**config.mk**
```make
export PLATFORM = sky130hd
export DESIGN_NAME = oc_limiter
export DESIGN_NICKNAME = d
export VERILOG_FILES = /design/src/rtl/oc_limiter.sv
export SDC_FILE = /design/constraint.sdc
export NUM_CORES = 1
export LEC_CHECK = 0
export BUFFER_PORTS_ARGS = -buffer_cell sky130_fd_sc_hd__buf_2
export CORE_MARGIN = 1.5
export CORE_UTILIZATION = 53
export DETAILED_ROUTE_END_ITERATION = 7
export PLACE_DENSITY = 0.86
export SLEW_MARGIN = 15
export SYNTH_ARGS = -nofsm -noshare
export SYNTH_HDL_FRONTEND = slang
export SYNTH_SLANG_ARGS = --single-unit
```
**constraint.sdc**
```tcl
create_clock -name clk -period 2.25 [get_ports clk]
set_input_delay 0.1125 -clock clk [delete_from_list [all_inputs] [get_ports clk]]
set_output_delay 0.1125 -clock clk [all_outputs]
set_load 0.03 [all_outputs]
```
**src/rtl/oc_limiter.sv**
```systemverilog
module oc_limiter #(
  parameter int CNT_MAX = 1020
) (
  input  logic clk,
  input  logic rst_n,
  input  logic frame_start,
  input  logic pwm_in,
  input  logic oc_raw,
  input  logic latch_mode,
  output logic pwm_out,
  output logic hiz_req,
  output logic limiting
);
  localparam int CNT_W = $clog2(CNT_MAX + 1);
  localparam logic [CNT_W-1:0] CNT_TOP = CNT_W'(CNT_MAX);

  logic             oc_s1, oc_s2;
  logic             flip_q, forced_q, ev_q, hiz_q;
  logic [CNT_W-1:0] cnt_q, cnt_d;
  logic             trip;

  always_ff @(posedge clk or negedge rst_n) begin
    if (!rst_n) begin
      oc_s1 <= 1'b0;
      oc_s2 <= 1'b0;
    end else begin
      oc_s1 <= oc_raw;
      oc_s2 <= oc_s1;
    end
  end

  always_comb begin
    cnt_d = cnt_q;
    if (frame_start && !hiz_q) begin
      if (ev_q) begin
        if (cnt_q != CNT_TOP) cnt_d = cnt_q + 1'b1;
      end else if (cnt_q != '0) begin
        cnt_d = cnt_q - 1'b1;
      end
    end
  end

  assign trip = !hiz_q && ((cnt_d == CNT_TOP) || (latch_mode && oc_s2));

  always_ff @(posedge clk or negedge rst_n) begin
    if (!rst_n) begin
      cnt_q <= '0;
      hiz_q <= 1'b0;
      ev_q  <= 1'b0;
    end else begin
      cnt_q <= cnt_d;
      hiz_q <= hiz_q | trip;
      if (hiz_q)            ev_q <= 1'b0;
      else if (frame_start) ev_q <= oc_s2;
      else if (oc_s2)       ev_q <= 1'b1;
    end
  end

  always_ff @(posedge clk or negedge rst_n) begin
    if (!rst_n) begin
      flip_q   <= 1'b0;
      forced_q <= 1'b0;
    end else if (hiz_q || trip) begin
      flip_q <= 1'b0;
    end else if (oc_s2) begin
      if (!flip_q || frame_start) forced_q <= ~pwm_in;
      flip_q <= 1'b1;
    end else if (frame_start) begin
      flip_q <= 1'b0;
    end
  end

  assign pwm_out  = hiz_q ? 1'b0 : (flip_q ? forced_q : pwm_in);
  assign hiz_req  = hiz_q;
  assign limiting = flip_q;
endmodule

```
==> run summary <==
outcome = complete, but fails checks
violated checks = negative setup slack
num ports = 9
count of flip-flops with a built-in enable after synthesis = 0
launching element type of the critical path = register
crit share post-route = 1.02
number of max-cap violations = 0
clock buffers created by TritonCTS = 3
dominant cells by area after synthesis = dfrtp_1 (35%), mux2i_1 (3.5%), nand3_1 (3.5%)
number of different library cells in the post-synthesis netlist = 48
clock network fraction of design power = 0.151
worst slack, placed = -61.5 ps
net load switching power = 0.000548 W
total track usage = 0.278
most frequently used flop master after synthesis = dfrtp_1
sequential area share after synthesis = 0.349
number of max-slew violations in the final report = 0
classification of the worst-slack hold path = input port to register
number of detailed-routing iterations run before antenna repair = 4
post-detailed-routing wire length = 3130 µm
footprint of the multi-input gates = 744 µm²
Iter 0 DRT Violations = 40
sequence of cells on the critical path = buf_4, or4_4, a2111oi_4, nor3_2, a21oi_2, nand4_2, o31ai_2, mux2i_1
fraction of power consumed by sequential logic = 0.335
Clock H-tree levels = 1
DR DRC count = 0
gate count of the mapped netlist = 122
area of all sequential standard cells = 403 µm²
via count of the routed design = 1098
clock insertion delay at the later pin of the skew report = 300 ps
fill cell total of the finished layout = 137
Comb pwr share = 0.514
first-pass GRT wire length = 5010 µm
PortBufs = 8
overflow left after global routing = 0
non-filler cells in the finished layout = 178
buffer and inverter count on the worst path = 1
average cell area after synthesis = 9.41 µm²
Root Buffer = clkbuf_4
worst slew slack as a fraction of its limit = 0.725
antenna diode instance count = 0
area of the core region = 2000 µm²
leading area contributor after synthesis = dfrtp_1
die width = 49.6 µm
Inst Count DP = 171
share of final-layout standard cells stronger than drive strength 1 = 0.391
Synth Register Bits = 16
pwr/cell area = 896 nW/µm²
Worst Tran Pin Value = 407 ps
detailed placer's ending HPWL = 2330 µm
placed standard-cell area = 1350 µm²
Clock Tree Buf Depth = 2
clock slew at reported path FFs = 100 ps
type of the worst setup path = register to register
Internal Power = 0.000762 W
Final setup violation count = 1
row count = 16
area added between synthesis and finish = 27.2%
CTS tree = built
CP max stage delay = 490 ps
switching portion of total power = 0.419
area of the die = 2460 µm²
initial standard-cell utilization of the core = 0.574
post-layout instance area = 1460 µm²
most frequent standard cell in the layout excluding fill and tap cells = buf_4
IR Drop Worst-Case VDD = 764 µV
antenna violations before repair = 0
Power, Total = 0.00131 W
net count of the mapped netlist = 131
maximum number of pins on one net before global-route repair = 17
DRT antenna net count = 0
net total in the final layout = 161
setup clock skew after layout = 0.756 ps
category of cells accounting for the largest share of critical-path delay = simple AND/OR/NAND/NOR gates
Via density = 6.17
Fmax = 436 MHz
most frequent cells in the layout = buf_4 (20), dfrtp_1 (14)
count of final hold-check violations = 0
worst endpoint required time = 2470 ps
Synth Cell Area = 1150 µm²
data arrival time of the critical path = 2510 ps
RSZ-0062 raised after global routing = yes
global placer's final weighted congestion = 0.928
wire length per cell = 17.6 µm
share of the synthesized area in the top cell type = 0.349
count of clock tree sinks = 16
yosys warns = 0
Async S/R FF share, synth = 1.00
minimum setup slack in the final design = -41.1 ps
floorplan die height = 49.6 µm
vias in the first global route = 1060
worst-path maximum fanout = 5
highest-delay cell along the critical path = or4_4
post-route minimum period = 2290 ps
static leakage power = 0.612 nW
CP Capture Type = register
==> cell type report <==
| class | instances | area share |
|---|---|---|
| Inverter | 9 | 0.0231 |
| Clock buffer | 4 | 0.0248 |
| Sequential cell | 16 | 0.276 |
| Multi-Input combinational cell | 92 | 0.509 |
| Tap cell | 27 | 0.0231 |
| Timing Repair Buffer | 30 | 0.144 |
==> synthesized netlist by cell type, types with 4 or more instances <==
cell type	number
nor2_1	8
inv_1	9
dfrtp_1	16
nor3_1	7
nand3_1	8
mux2i_1	4
nand4_1	4
nand2_1	5
==> worst reg2reg max path, cell delays in order, from the launching register on <==
cell and delay (ps):
dfrtp_1 410, buf_4 160, or4_4 490, a2111oi_4 330
nor3_2 90, a21oi_2 150, nand4_2 130, o31ai_2 230
mux2i_1 220
==> path summary, 6_finish.rpt <==
path                       slack [ps]  cells past startpoint     start  endpoint
setup / recovery                  -40                      8  cnt_q[0]  forced_q
hold / removal                     10                      2    pwm_in  forced_q
setup reg to reg                  -40                      8  cnt_q[0]  forced_q
hold reg to reg                   370                      0     oc_s1     oc_s2
max in group asynchronous        1710                      2     rst_n   hiz_req
min in group asynchronous         260                      2     rst_n  cnt_q[8]
==> power by group through the flow <==
stage          sequential (W)  clock, W  combinational (W)
2_1_floorplan        0.000435         0           0.000345
3_3_place_gp         0.000428         0           0.000587
3_5_place_dp         0.000438         0           0.000616
4_1_cts              0.000434  0.000200           0.000637
5_1_grt              0.000447  0.000212           0.000725
6_report             0.000438  0.000198           0.000673
==> metal layers <==
metal | up-vias | wire length [µm] | global-route usage
met1 | 524 | 1210 | 0.327
met2 | 53 | 1640 | 0.487
met3 | 9 | 188 | 0.0303
met5 | - | 0 | 0
met4 | 0 | 80 | 0.157
li1 | 512 | - | -
==> repair_timing <==
action                                  in CTS  in global routing
hold buffers                                 2                  0
pin swaps                                    4                  6
endpoints found under the hold margin       17                  0
endpoints found under the setup margin       3                  3
gates resized for setup                      5                  7
buffers inserted                             0                  1
==> per-stage QoR <==
| stage | hold WS [ps] | util | TNS [ps] |
|---|---|---|---|
| finish | 14.1 | 0.730 | -41.1 |
| global route | 12.4 | 0.730 | -238 |
| CTS | 6.88 | 0.710 | 0 |
| detailed placement | 50.3 | 0.673 | -61.5 |
| global placement | 40.4 | 0.673 | 0 |
| floorplan | -183 | - | 0 |
==> registers in the layout, summed over array words and instances, names as in the netlist <==
register  count
cnt_q        10
ev_q          1
forced_q      1
hiz_req       1
limiting      1
oc_s1         1
oc_s2         1
==> cell families after synthesis <==
logic type | count (synthesis) | share of synthesized area
flip-flops | 16 | 0.349
AND/OR/NAND/NOR | 55 | 0.308
AO/OA/AOI/OAI | 23 | 0.166
adder cells (fa/ha/maj) | 3 | 0.0327
XOR/XNOR | 6 | 0.0458
multiplexers | 5 | 0.0447
buffers and inverters | 14 | 0.0545
Note: power is estimated with default switching activity, not from simulation.
